`src/rtl/sfa_pkg.sv`:
```
package sfa_pkg;
   localparam int unsigned MON_W = 15;
   localparam int unsigned S1_W  = 8;
   localparam int unsigned S2_W  = 5;
   // monitor bit positions; status-register positions follow from these
   localparam int unsigned S1_LSB    = 0;
   localparam int unsigned S2_LSB    = S1_LSB + S1_W;
   localparam int unsigned IDX_TREF_OV  = S2_LSB + 0;
   localparam int unsigned IDX_TREF_OSC = S2_LSB + 2;
   localparam int unsigned IDX_AVDD_UV  = S2_LSB + S2_W;
   localparam int unsigned IDX_DVDD_UV  = IDX_AVDD_UV + 1;
endpackage

```
`src/rtl/sfa_mode_gate.sv`:
```
module sfa_mode_gate #(
   parameter int unsigned MODE_W      = 2,
   parameter int unsigned ACTIVE_CODE = 1,
   parameter int unsigned SLEEP_CODE  = 2
) (
   input  logic [MODE_W-1:0] mode_i,
   output logic              en_o
);
   localparam logic [MODE_W-1:0] ACT = MODE_W'(ACTIVE_CODE);
   localparam logic [MODE_W-1:0] SLP = MODE_W'(SLEEP_CODE);

   always_comb en_o = (mode_i == ACT) || (mode_i == SLP);
endmodule

```
`src/rtl/sfa_sticky_reg.sv`:
```
module sfa_sticky_reg #(
   parameter int unsigned W = 8
) (
   input  logic         clk,
   input  logic         por_n,
   input  logic         sync_clr_i,
   input  logic         force_i,
   input  logic [W-1:0] set_i,
   input  logic [W-1:0] clr_i,
   output logic [W-1:0] q_o
);
   for (genvar b = 0; b < W; b++) begin : g_bit
      always_ff @(posedge clk or negedge por_n) begin
         if (!por_n)          q_o[b] <= 1'b0;
         else if (sync_clr_i) q_o[b] <= 1'b0;
         else if (force_i)    q_o[b] <= 1'b1;
         else if (set_i[b])   q_o[b] <= 1'b1;
         else if (clr_i[b])   q_o[b] <= 1'b0;
      end
   end
endmodule

```
`src/rtl/sfa_reset_seq.sv`:
```
module sfa_reset_seq #(
   parameter int unsigned RST_CYCLES = 4
) (
   input  logic clk,
   input  logic por_n,
   input  logic av_uv_i,
   input  logic dv_uv_i,
   input  logic clr_cause_i,
   output logic rst_o,
   output logic en_o,
   output logic cause_o
);
   localparam int unsigned CW = (RST_CYCLES > 1) ? $clog2(RST_CYCLES) : 1;
   localparam logic [CW-1:0] LOAD = CW'(RST_CYCLES - 1);

   logic          av_q, dv_q, busy_q, from_av_q;
   logic [CW-1:0] cnt_q;
   logic          av_rise, dv_rise, last_cyc;

   always_comb begin
      av_rise = av_uv_i & ~av_q;
      dv_rise = dv_uv_i & ~dv_q;
   end

   if (RST_CYCLES == 1) begin : g_single
      always_comb last_cyc = busy_q;
   end else begin : g_count
      always_comb last_cyc = busy_q && (cnt_q == '0);
   end

   always_ff @(posedge clk or negedge por_n) begin
      if (!por_n) begin
         av_q      <= 1'b0;
         dv_q      <= 1'b0;
         busy_q    <= 1'b0;
         from_av_q <= 1'b0;
         cnt_q     <= '0;
      end else begin
         av_q <= av_uv_i;
         dv_q <= dv_uv_i;
         if (!busy_q) begin
            if (av_rise || dv_rise) begin
               busy_q    <= 1'b1;
               cnt_q     <= LOAD;
               from_av_q <= av_rise;
            end
         end else if (last_cyc) begin
            busy_q <= 1'b0;
         end else begin
            cnt_q <= cnt_q - 1'b1;
         end
      end
   end

   // enable: drops on undervoltage, returns after two quiet samples
   always_ff @(posedge clk or negedge por_n) begin
      if (!por_n)        en_o <= 1'b1;
      else if (av_uv_i)  en_o <= 1'b0;
      else if (!av_q)    en_o <= 1'b1;
   end

   // cause flag: only power-on reset or software clear removes it
   always_ff @(posedge clk or negedge por_n) begin
      if (!por_n)                      cause_o <= 1'b0;
      else if (last_cyc && from_av_q)  cause_o <= 1'b1;
      else if (clr_cause_i)            cause_o <= 1'b0;
   end

   always_comb rst_o = busy_q;
endmodule

```
`src/rtl/supply_fault_agg.sv`:
```
module supply_fault_agg #(
   parameter int unsigned MODE_W      = 2,
   parameter int unsigned ACTIVE_CODE = 1,
   parameter int unsigned SLEEP_CODE  = 2,
   parameter int unsigned NTEMP       = 4,
   parameter int unsigned RST_CYCLES  = 4
) (
   input  logic                     clk,
   input  logic                     por_n,
   input  logic [MODE_W-1:0]        mode_i,
   input  logic [sfa_pkg::MON_W-1:0] mon_i,
   input  logic [sfa_pkg::S1_W-1:0] clr1_i,
   input  logic [sfa_pkg::S2_W-1:0] clr2_i,
   input  logic                     clr_cause_i,
   input  logic [NTEMP-1:0]         ot_i,
   input  logic [NTEMP-1:0]         ut_i,
   input  logic [NTEMP-1:0]         ot_clr_i,
   input  logic [NTEMP-1:0]         ut_clr_i,
   output logic [sfa_pkg::S1_W-1:0] stat1_o,
   output logic [sfa_pkg::S2_W-1:0] stat2_o,
   output logic [NTEMP-1:0]         ot_o,
   output logic [NTEMP-1:0]         ut_o,
   output logic                     dig_rst_o,
   output logic                     dvdd_en_o,
   output logic                     rst_cause_o,
   output logic                     fault_any_o
);
   import sfa_pkg::*;

   if (RST_CYCLES < 1) begin : g_bad_rst
      $error("RST_CYCLES must be at least 1");
   end
   if (NTEMP < 1) begin : g_bad_ntemp
      $error("NTEMP must be at least 1");
   end
   if (ACTIVE_CODE == SLEEP_CODE || ACTIVE_CODE >= (1 << MODE_W) ||
       SLEEP_CODE >= (1 << MODE_W)) begin : g_bad_mode
      $error("mode codes must be distinct and fit MODE_W");
   end

   logic            mon_en;
   logic [S1_W-1:0] set1;
   logic [S2_W-1:0] set2;
   logic            tref_bad, av_uv_g, dv_uv_g;

   sfa_mode_gate #(
      .MODE_W(MODE_W), .ACTIVE_CODE(ACTIVE_CODE), .SLEEP_CODE(SLEEP_CODE)
   ) u_gate (
      .mode_i(mode_i), .en_o(mon_en)
   );

   always_comb begin
      set1     = mon_i[S1_LSB +: S1_W] & {S1_W{mon_en}};
      set2     = mon_i[S2_LSB +: S2_W] & {S2_W{mon_en}};
      tref_bad = mon_en & (|mon_i[IDX_TREF_OSC:IDX_TREF_OV]);
      av_uv_g  = mon_en & mon_i[IDX_AVDD_UV];
      dv_uv_g  = mon_en & mon_i[IDX_DVDD_UV];
   end

   sfa_reset_seq #(.RST_CYCLES(RST_CYCLES)) u_seq (
      .clk(clk), .por_n(por_n), .av_uv_i(av_uv_g), .dv_uv_i(dv_uv_g),
      .clr_cause_i(clr_cause_i), .rst_o(dig_rst_o), .en_o(dvdd_en_o),
      .cause_o(rst_cause_o)
   );

   sfa_sticky_reg #(.W(S1_W)) u_stat1 (
      .clk(clk), .por_n(por_n), .sync_clr_i(dig_rst_o), .force_i(1'b0),
      .set_i(set1), .clr_i(clr1_i), .q_o(stat1_o)
   );

   sfa_sticky_reg #(.W(S2_W)) u_stat2 (
      .clk(clk), .por_n(por_n), .sync_clr_i(dig_rst_o), .force_i(1'b0),
      .set_i(set2), .clr_i(clr2_i), .q_o(stat2_o)
   );

   sfa_sticky_reg #(.W(NTEMP)) u_ot (
      .clk(clk), .por_n(por_n), .sync_clr_i(dig_rst_o), .force_i(tref_bad),
      .set_i(ot_i & {NTEMP{mon_en}}), .clr_i(ot_clr_i), .q_o(ot_o)
   );

   sfa_sticky_reg #(.W(NTEMP)) u_ut (
      .clk(clk), .por_n(por_n), .sync_clr_i(dig_rst_o), .force_i(tref_bad),
      .set_i(ut_i & {NTEMP{mon_en}}), .clr_i(ut_clr_i), .q_o(ut_o)
   );

   always_comb fault_any_o = (|stat1_o) | (|stat2_o);
endmodule

```
`config.mk`:
```
export PLATFORM = sky130hd
export DESIGN_NAME = supply_fault_agg
export DESIGN_NICKNAME = d
export VERILOG_FILES = /design/src/rtl/sfa_pkg.sv /design/src/rtl/sfa_mode_gate.sv /design/src/rtl/sfa_sticky_reg.sv /design/src/rtl/sfa_reset_seq.sv /design/src/rtl/supply_fault_agg.sv
export SDC_FILE = /design/constraint.sdc
export NUM_CORES = 1
export LEC_CHECK = 0
export CAP_MARGIN = 20
export CORE_MARGIN = 1
export CORE_UTILIZATION = 37
export DETAILED_ROUTE_END_ITERATION = 8
export PLACE_DENSITY = 0.82
export SLEW_MARGIN = 10
export SYNTH_ARGS = -nofsm -noshare
export SYNTH_HDL_FRONTEND = slang
export SYNTH_SLANG_ARGS = --single-unit
```
`constraint.sdc`:
```
create_clock -name clk -period 1.3 [get_ports clk]
set_input_delay 0.195 -clock clk [delete_from_list [all_inputs] [get_ports clk]]
set_output_delay 0.195 -clock clk [all_outputs]
set_load 0.05 [all_outputs]
```
==> impl_metrics.yaml <==
yosys:
  yosysMostFrequentCell: "dfrtp_1"
  syn_area_mm2: 0.00128
  synth_area_leader_cell: "dfrtp_1"
  synth.top_cells.by_area: "dfrtp_1 (55%), nor2b_1 (6.8%), nor2_1 (6.1%)"
  synth_commonest_cells: "dfrtp_1 (28), nor2_1 (21), a21oi_1 (15)"
  synthArstFlopShare_pct: 100
  synth_edf_count: 0
  postSynthCellCount: 126
  ys_types: 26
  synth-seq-area-share_pct: 56.6
  synth_seq_cells: 29
  yosysWarningCount: 0
  synth_top_area_share_pct: 54.6
  postSynthAreaPerCell_um2: 10.2
  syn_nets: 176
  synth_ff_type: "dfrtp_1"
power:
  p_total_mw: 5.32
  seq_power_share_pct: 28.8
  intPower_mw: 3.02
  p_comb_share_pct: 61.5
  clkPwrFrac_pct: 9.7
  vdd_drop_max_uv: 1140
  power.switching_mw: 2.30
  leakagePower_nw: 1.10
  pwr_density_cell_mw_per_mm2: 2130
  swShare_pct: 43.2
die:
  initial_core_util_pct: 38.5
  die-area_mm2: 0.00371
  floorplan.rows: 21
  die_x_um: 60.9
  fp.dieH_um: 60.9
  coreArea_mm2: 0.00334
  pin_count: 74
cts:
  cts-root-buf: "clkbuf_4"
  cts_hold_buf: 0
  cts_tree: "built"
  cts.sinks: 29
  cts_buffers: 5
  clk_pin_slew_ps: 100
  insertion_delay_ps: 320
  htreeDepth: 2
  ctsLongestPathBuffers: 2
drt:
  dr.pass1.iters: 4
  via_per_inst: 4.86
  drc: 0
  avgRoutedWirePerCell_um: 14.1
  first_iter_violations: 42
  finalWirelength_um: 3730
  vias: 1289
  antenna_left: 0
global_routing:
  antenna_found_initial: 0
  grt_pass1_wl_um: 5900
  grt_max_degree: 30
  grt.overflow.total: 0
  first_global_vias: 1383
  gr-usage-all-layers_pct: 22.1
layout:
  fin_nets: 268
  multi_input_area_um2: 523
  antenna_cells: 0
  fillerInstances: 226
  fin_util_pct: 75.0
  stdcell_area_mm2: 0.00250
  drive_gt1_share_pct: 29.2
  seq_area_um2: 737
  syn2layout_area_growth_pct: 95.0
flow_run:
  max-cap-violations: 0
timing:
  timing.final.crit_share_pct: 119
  fin_ws_ps: -244
  skew_ps: 10.1
  final-setup-viol-count: 1
  rsz0062_at_grt: "yes"
  finalHoldViolCount: 0
  drv_slew: 0
  max_freq_mhz: 648
  setup_tns_ps: -244
  min_period_ps: 1540
  worstMarginPinSlew_ps: 255
  maxSlewHeadroom_pct: 82.9
setup_path:
  r2r_cells: 4
  rrSetupSlack_ps: 90
  path_cells: "nor4_4 > nand4_1 > buf_6"
  cp_max_fo: 2
  start_kind: "register"
  crit_family: "flip-flops"
  cp.depth: 3
  crit_path_end: "fault_any_o"
  crit_path_max_incr_delay_ps: 430
  r2r-start: "u_seq.rst_o"
  r2r_end: "u_seq.cnt_q[1]"
  crit_arrival_ps: 1350
  cp_slowest_cell: "dfrtp_2"
  path_buf_inv: 1
  end_kind: "output port"
  crit_required_ps: 1110
  crit_start: "u_stat2.q_o[4]"
  critical_path_class: "reg -> out"
status:
  violations: "setup timing"
  status: "finished, violations left"
place:
  place.gp.congestion: 0.667
  dpl-instance-area_mm2: 0.00241
  dpl.hpwl_um: 2960
  port_buffers: 73
  post-place-ws_ps: -209
min_path:
  hold_path.class: "in -> async"
power groups by stage:
stage                     registers [mW]  clock network [mW]  logic [mW]
after floorplan                     2.27                   0       0.722
after global placement              1.53                   0        3.09
after detailed placement            1.56                   0        3.16
after CTS                           1.54               0.527        3.27
after global routing                1.57               0.580        3.43
final                               1.53               0.517        3.27
placed cells by master, fill, tap and decap left out, drive strengths merged:
| cell type | count |
|---|---|
| dfstp | 1 |
| buf | 42 |
| a21oi | 15 |
| clkbuf | 6 |
| dfrtp | 28 |
| nand3 | 1 |
| a32oi | 7 |
| nor2b | 14 |
| ha | 1 |
| xnor2 | 1 |
| o21ai | 3 |
| o211ai | 1 |
| clkdlybuf4s50 | 48 |
| nand4 | 1 |
| nor3 | 1 |
| a22o | 1 |
| inv | 4 |
| nand2b | 1 |
| nor3b | 2 |
| clkinv | 2 |
| nand2 | 11 |
| nor4 | 2 |
| o311ai | 1 |
| nor2 | 21 |
| xor2 | 1 |
| clkinvlp | 1 |
| and2 | 2 |
timing repair:
item	CTS	global route
resized for setup	3	3
pin swaps	1	1
buffers inserted	2	0
endpoints found under the hold margin	0	0
endpoints found under the setup margin	2	9
gates cloned	0	0
logic make-up after synthesis:
| group | share of synthesized area, % |
|---|---|
| adders and majority gates | 0.975 |
| buffers and inverters | 4.19 |
| xor gates and xnor gates | 1.95 |
| and+or+nand+nor | 21.2 |
| AOI/OAI and AO/OA | 15.1 |
| DFF | 56.6 |
layout make-up:
class                   instances  share of cell area, %
multi-input cells              87                   20.9
repair buffers                 90                   44.4
flip-flops and latches         29                   29.4
clock buffers                   6                   1.65
clock inverters                 2                  0.400
inverters                       5                  0.900
well taps                      46                   2.30
worst min path at each step:
stage | start | end
after floorplan | por_n | u_ot.q_o[0]
after global placement | u_seq.av_q | u_seq.en_o
after detailed placement | u_seq.av_q | u_seq.en_o
after CTS | por_n | u_seq.cnt_q[0]
after global routing | por_n | u_ot.q_o[0]
final | por_n | u_stat2.q_o[2]
sequential cells by signal (all words and copies together), names as in the netlist:
signal / cells
u_seq.rst_o: 1
u_seq.en_o: 1
u_ot.q_o: 4
u_stat2.q_o: 5
u_seq.av_q: 1
u_ut.q_o: 4
u_seq.from_av_q: 1
u_seq.cause_o: 1
u_stat1.q_o: 8
u_seq.dv_q: 1
u_seq.cnt_q: 2
per-stage QoR:
step	hold WS, ps	std cells
5_1_grt	221	265
6_report	224	265
3_5_place_dp	409	255
3_3_place_gp	399	255
2_1_floorplan	-101	126
4_1_cts	220	265
metal layers:
layer / share of wire, % / track usage (%) / up-vias
met3: 8.0 / 6.82 / 2
met2: 54 / 43.3 / 56
met5: 0 / 0 / -
li1: - / - / 611
met4: 0.48 / 6.82 / 0
met1: 37 / 22.0 / 620
Note: power is estimated with default switching activity, not from simulation.
